## src/rtl/codec_regfile.sv

```systemverilog
module codec_regfile #(
  parameter logic [15:0] ID_CODE      = 16'h4D21,
  parameter logic [15:0] UNLOCK_KEY   = 16'hABBA,
  parameter int          LINK_OFF_BIT = 12,
  parameter int          NMIX         = 7
) (
  input  logic        clk,
  input  logic        rst_n,
  input  logic        cmd_valid,
  input  logic        cmd_write,
  input  logic [6:0]  cmd_index,
  input  logic [15:0] cmd_wdata,
  input  logic        frame_slot2_end,
  input  logic        warm_wake,
  output logic        rd_valid,
  output logic [15:0] rd_data,
  output logic        amp_off,
  output logic [6:0]  mixer_mute,
  output logic [3:0]  rec_gain_l,
  output logic [3:0]  rec_gain_r,
  output logic        rec_mute,
  output logic        link_sleep
);
  localparam int MIX0  = 3;
  localparam int REC   = MIX0 + NMIX;
  localparam int PWR   = REC + 1;
  localparam int KEY   = PWR + 1;
  localparam int LCK   = KEY + 1;
  localparam int NSLOT = LCK + 1;
  localparam int SW    = $clog2(NSLOT);

  function automatic logic [SW:0] slot_of(input logic [6:0] idx);
    int i;
    i = int'(idx);
    if (i == 2 || i == 4 || i == 6) return {1'b1, SW'(i / 2 - 1)};
    if (i >= 12 && i < 12 + 2 * NMIX && (i % 2) == 0) return {1'b1, SW'(MIX0 + (i - 12) / 2)};
    if (i == 28)  return {1'b1, SW'(REC)};
    if (i == 38)  return {1'b1, SW'(PWR)};
    if (i == 112) return {1'b1, SW'(KEY)};
    if (i == 114) return {1'b1, SW'(LCK)};
    return '0;
  endfunction

  function automatic logic [15:0] mask_of(input int s);
    if (s == MIX0)     return 16'h801F;
    if (s == MIX0 + 1) return 16'h805F;
    if (s < REC)       return 16'h9F1F;
    if (s == REC)      return 16'h8F0F;
    if (s == PWR)      return 16'hFF00;
    return 16'hFFFF;
  endfunction

  function automatic logic [15:0] dflt_of(input int s);
    if (s < MIX0)                   return 16'h8000;
    if (s == MIX0 || s == MIX0 + 1) return 16'h8008;
    if (s < REC)                    return 16'h8808;
    if (s == REC)                   return 16'h8000;
    return 16'h0000;
  endfunction

  logic [15:0] regs [NSLOT];
  logic        wr, rd, hit, unlocked, wr_ok, lp_wr, pending;
  logic [SW-1:0] slot;

  assign wr       = cmd_valid & cmd_write;
  assign rd       = cmd_valid & ~cmd_write;
  assign {hit, slot} = slot_of(cmd_index);
  assign unlocked = (regs[KEY] == UNLOCK_KEY);
  assign wr_ok    = wr & hit & (unlocked | (int'(slot) != LCK));
  assign lp_wr    = wr & hit & (int'(slot) == PWR) & cmd_wdata[LINK_OFF_BIT];

  always_ff @(posedge clk or negedge rst_n) begin
    if (!rst_n) begin
      for (int s = 0; s < NSLOT; s++) regs[s] <= dflt_of(s);
    end else if (wr && cmd_index == 7'h00) begin
      for (int s = 0; s < NSLOT; s++) regs[s] <= dflt_of(s);
    end else if (wr_ok) begin
      regs[slot] <= cmd_wdata & mask_of(int'(slot));
    end
  end

  always_ff @(posedge clk or negedge rst_n) begin
    if (!rst_n) begin
      rd_valid <= 1'b0;
      rd_data  <= '0;
    end else begin
      rd_valid <= rd;
      if (rd) begin
        if (cmd_index == 7'h00)                      rd_data <= ID_CODE;
        else if (!hit)                               rd_data <= '0;
        else if (int'(slot) == LCK && !unlocked)     rd_data <= '0;
        else                                         rd_data <= regs[slot];
      end
    end
  end

  always_ff @(posedge clk or negedge rst_n) begin
    if (!rst_n) begin
      pending    <= 1'b0;
      link_sleep <= 1'b0;
    end else if (warm_wake) begin
      pending    <= 1'b0;
      link_sleep <= 1'b0;
    end else if (frame_slot2_end && (pending || lp_wr)) begin
      pending    <= 1'b0;
      link_sleep <= 1'b1;
    end else if (lp_wr) begin
      pending    <= 1'b1;
    end
  end

  assign amp_off    = regs[PWR][15];
  assign rec_gain_l = regs[REC][11:8];
  assign rec_gain_r = regs[REC][3:0];
  assign rec_mute   = regs[REC][15];

  for (genvar k = 0; k < 7; k++) begin : g_mute
    if (k < NMIX) begin : g_on
      assign mixer_mute[k] = regs[MIX0 + k][15];
    end else begin : g_off
      assign mixer_mute[k] = 1'b0;
    end
  end
endmodule

```

## config.mk

```make
export PLATFORM = sky130hd
export DESIGN_NAME = codec_regfile
export DESIGN_NICKNAME = d
export VERILOG_FILES = /design/src/rtl/codec_regfile.sv
export SDC_FILE = /design/constraint.sdc
export NUM_CORES = 1
export LEC_CHECK = 0
export BUFFER_PORTS_ARGS = -buffer_cell sky130_fd_sc_hd__buf_2
export CAP_MARGIN = 20
export CORE_ASPECT_RATIO = 1.1
export CORE_MARGIN = 2
export CORE_UTILIZATION = 30
export CTS_CLUSTER_DIAMETER = 80
export DETAILED_ROUTE_END_ITERATION = 12
export PLACE_DENSITY = 0.48
export SLEW_MARGIN = 15
export SYNTH_ARGS = -nofsm -noshare
export SYNTH_HDL_FRONTEND = slang
export SYNTH_SLANG_ARGS = --single-unit
export TNS_END_PERCENT = 5
```

## constraint.sdc

```tcl
create_clock -name clk -period 3.2 [get_ports clk]
set_input_delay 0.16 -clock clk [delete_from_list [all_inputs] [get_ports clk]]
set_output_delay 0.16 -clock clk [all_outputs]
set_load 0.1 [all_outputs]
```

==> impl_metrics.yaml <==
logic_synthesis:
  yosys.area.top_type_share: 0.467
  async_flop_share: 1.00
  yosysWarnings: 0
  syn_inst: 1207
  yosysTopAreaCell: "dfrtp_1"
  ys.flop_type: "dfrtp_1"
  ys_seq_elements: 243
  postSynthAreaPerCell_um2: 9.77
  ys_types: 70
  synth_fp_nets: 1245
  seq_area_frac_synth: 0.518
  synth_edf_count: 0
  syn_area_um2: 11800
  synth_area_leaders: "dfrtp_1, nand2_1, dfstp_2"
timing:
  fin_worst_skew_ps: 9.61
  slew_headroom: 0.395
  setup_viol: 0
  fmax_mhz: 354
  min_period_ps: 2830
  slew_viol_final: 0
  finalCritPeriodShare: 0.884
  setup_slack_ps: 372
  worstMarginPinSlew_ps: 904
  hold_slack_ps: 48.8
  tns_ps: 0
  finalHoldViolCount: 0
  rsz0062_at_grt: "false"
global_routing:
  grt_overflow: 0
  grt_max_degree: 97
  grt_pass1_wl_mm: 65.1
  antenna_found_initial: 0
  grt_util_all_layers: 0.212
  first_global_vias: 10000
worst_setup_path:
  crit_end: "pending"
  timing.rr.end: "regs[201]"
  cp-end-kind: "register"
  crit_fanout: 6
  startpoint_type: "input pin"
  rr_startpoint: "regs[22]"
  critPathArrivalTime_ps: 3270
  required_ps: 3640
  startpoint: "cmd_index[2]"
  r2r_slack_ps: 690
  r2r.worst_path.cells: 7
  setup.worst_path.class: "in -> reg"
drt:
  drtPass1Iterations: 5
  wl_mm: 42.5
  postRouteAntennaNets: 0
  drt_iter0_markers: 906
  vias: 9960
  via_per_inst: 5.29
  drc: 0
  wl_per_cell_um: 22.6
power_and_ir_drop:
  comb_power_share: 0.133
  p_leak_nw: 6.67
  powerDensity_nw_per_um2: 543
  power.total_mw: 8.00
  vdd_ir_drop_max_mv: 0.412
  sw_frac_of_total: 0.265
  seq_power_share: 0.414
  p_int_mw: 5.88
  switchingPower_mw: 2.12
  clkPwrFrac: 0.453
flow_run:
  maxCapViolCount: 0
clock_tree:
  root_buffer: "clkbuf_16"
  cts_tree: "built"
  h-tree-depth: 1
  cts_buffers: 28
  clkLatencyLatePin_ps: 560
  clkSinkCount: 243
  cts.clk_slew.worst_paths_ps: 60
  clockBufferDepth: 3
floorplanning:
  core_um2: 39000
  fp.dieH_um: 212
  start_util: 0.302
  die_w_um: 193
  io_pins: 64
  fp.dieArea_um2: 40900
  num_rows: 76
finish:
  final_cell_mix: "nand2_1, dfrtp_1, buf_4, nand3_1, a21oi_1"
  layout_commonest_cell: "nand2_1"
  drive_above_1_share: 0.217
  nFillCells: 3919
  nNetsFinal: 1392
  area_growth_syn_to_layout_pct: 25.0
  n_antenna_cell: 0
place:
  port_buffers: 63
  dpl_worst_slack_ps: -83.1
  dp_hpwl_mm: 30.4
  place_congestion: 0.889
outcome:
  outcome: "finished, final reports clean"
hold_path:
  hold_class: "in -> reg"
-- cell usage after synthesis (all sizes together), types with 14 or more instances --
master,count
mux2i,52
a21oi,66
and2,58
and3,36
dfstp,23
nor4,16
dfrtp,220
o21ai,52
a32oi,14
nor2,30
buf,51
a22o,33
clkbuf,47
nand2,261
o2bb2ai,44
nand3,72
-- routing by layer --
metal,track usage,wire [um]
met1,0.293,19000
met2,0.339,19800
met5,0,0
met3,0.0254,2090
met4,0.0797,1540
-- cells by family after synthesis --
group / Yosys count / share of synthesized area
flops: 243 / 0.518
mux: 52 / 0.0442
compound gates: 272 / 0.169
buf+inv: 109 / 0.0462
xor+xnor: 3 / 0.00223
simple gates: 519 / 0.211
fa+ha+maj: 9 / 0.00955
-- per-stage QoR --
stage / area [um^2] / std cells / utilization
after floorplan: 11800 / 1207 / -
after global placement: 13500 / 1816 / 0.347
after detailed placement: 13500 / 1816 / 0.347
after CTS: 14700 / 1883 / 0.378
after global routing: 14700 / 1883 / 0.378
final: 14700 / 1883 / 0.378
-- layout make-up --
class                           instances  area, um^2  area share
Clock buffer                           42         845      0.0573
Sequential cell                       243        6110       0.415
Inverter                               11        41.3     0.00280
Timing Repair Buffer                  215        1740       0.118
Tap cell                              507         634      0.0431
Multi-Input combinational cell        855        5150       0.350
Clock inverter                         10         204      0.0138
-- state kept, by name (all words and copies together), names as in the netlist --
| name | flops |
|---|---|
| amp_off | 1 |
| regs | 207 |
| rd_valid | 1 |
| pending | 1 |
| link_sleep | 1 |
| mixer_mute | 7 |
| rec_gain_l | 4 |
| rec_mute | 1 |
| rd_data | 16 |
| rec_gain_r | 4 |
-- power by group through the flow --
| stage | logic (mW) | clock network, mW | registers [mW] |
|---|---|---|---|
| after floorplan | 0.532 | 0 | 3.43 |
| after global placement | 1.05 | 0 | 3.36 |
| after detailed placement | 1.05 | 0 | 3.36 |
| after CTS | 1.06 | 3.69 | 3.31 |
| after global routing | 1.14 | 3.83 | 3.32 |
| final | 1.06 | 3.63 | 3.31 |
-- critical path, stage by stage --
cell	delay, ps
buf_2	130
inv_1	100
ha_1	220
buf_4	160
nand3_1	100
a2bb2oi_1	340
and3_1	420
a211o_1	390
nor3_1	110
buf_4	170
a31o_2	280
nor3b_1	140
dlygate4sd3_1	550
-- worst min path at each step --
stage | endpoint | start | slack, ps | depth (start not counted)
floorplan | amp_off | rst_n | -140 | 0
global placement | regs[217] | rst_n | 270 | 1
detailed placement | rd_data[8] | rst_n | 270 | 1
CTS | regs[75] | cmd_wdata[11] | 30 | 4
global route | regs[191] | cmd_wdata[15] | 50 | 3
finish | regs[75] | cmd_wdata[11] | 50 | 4
-- repair_timing --
item / 4_1_cts / 5_1_grt
hold buffers: 15 / 0
gates resized for setup: 0 / 0
hold endpoints to repair: 107 / 0
setup endpoints to repair: 0 / 0
buffers inserted: 0 / 0
(Power assumes the default switching activity.)
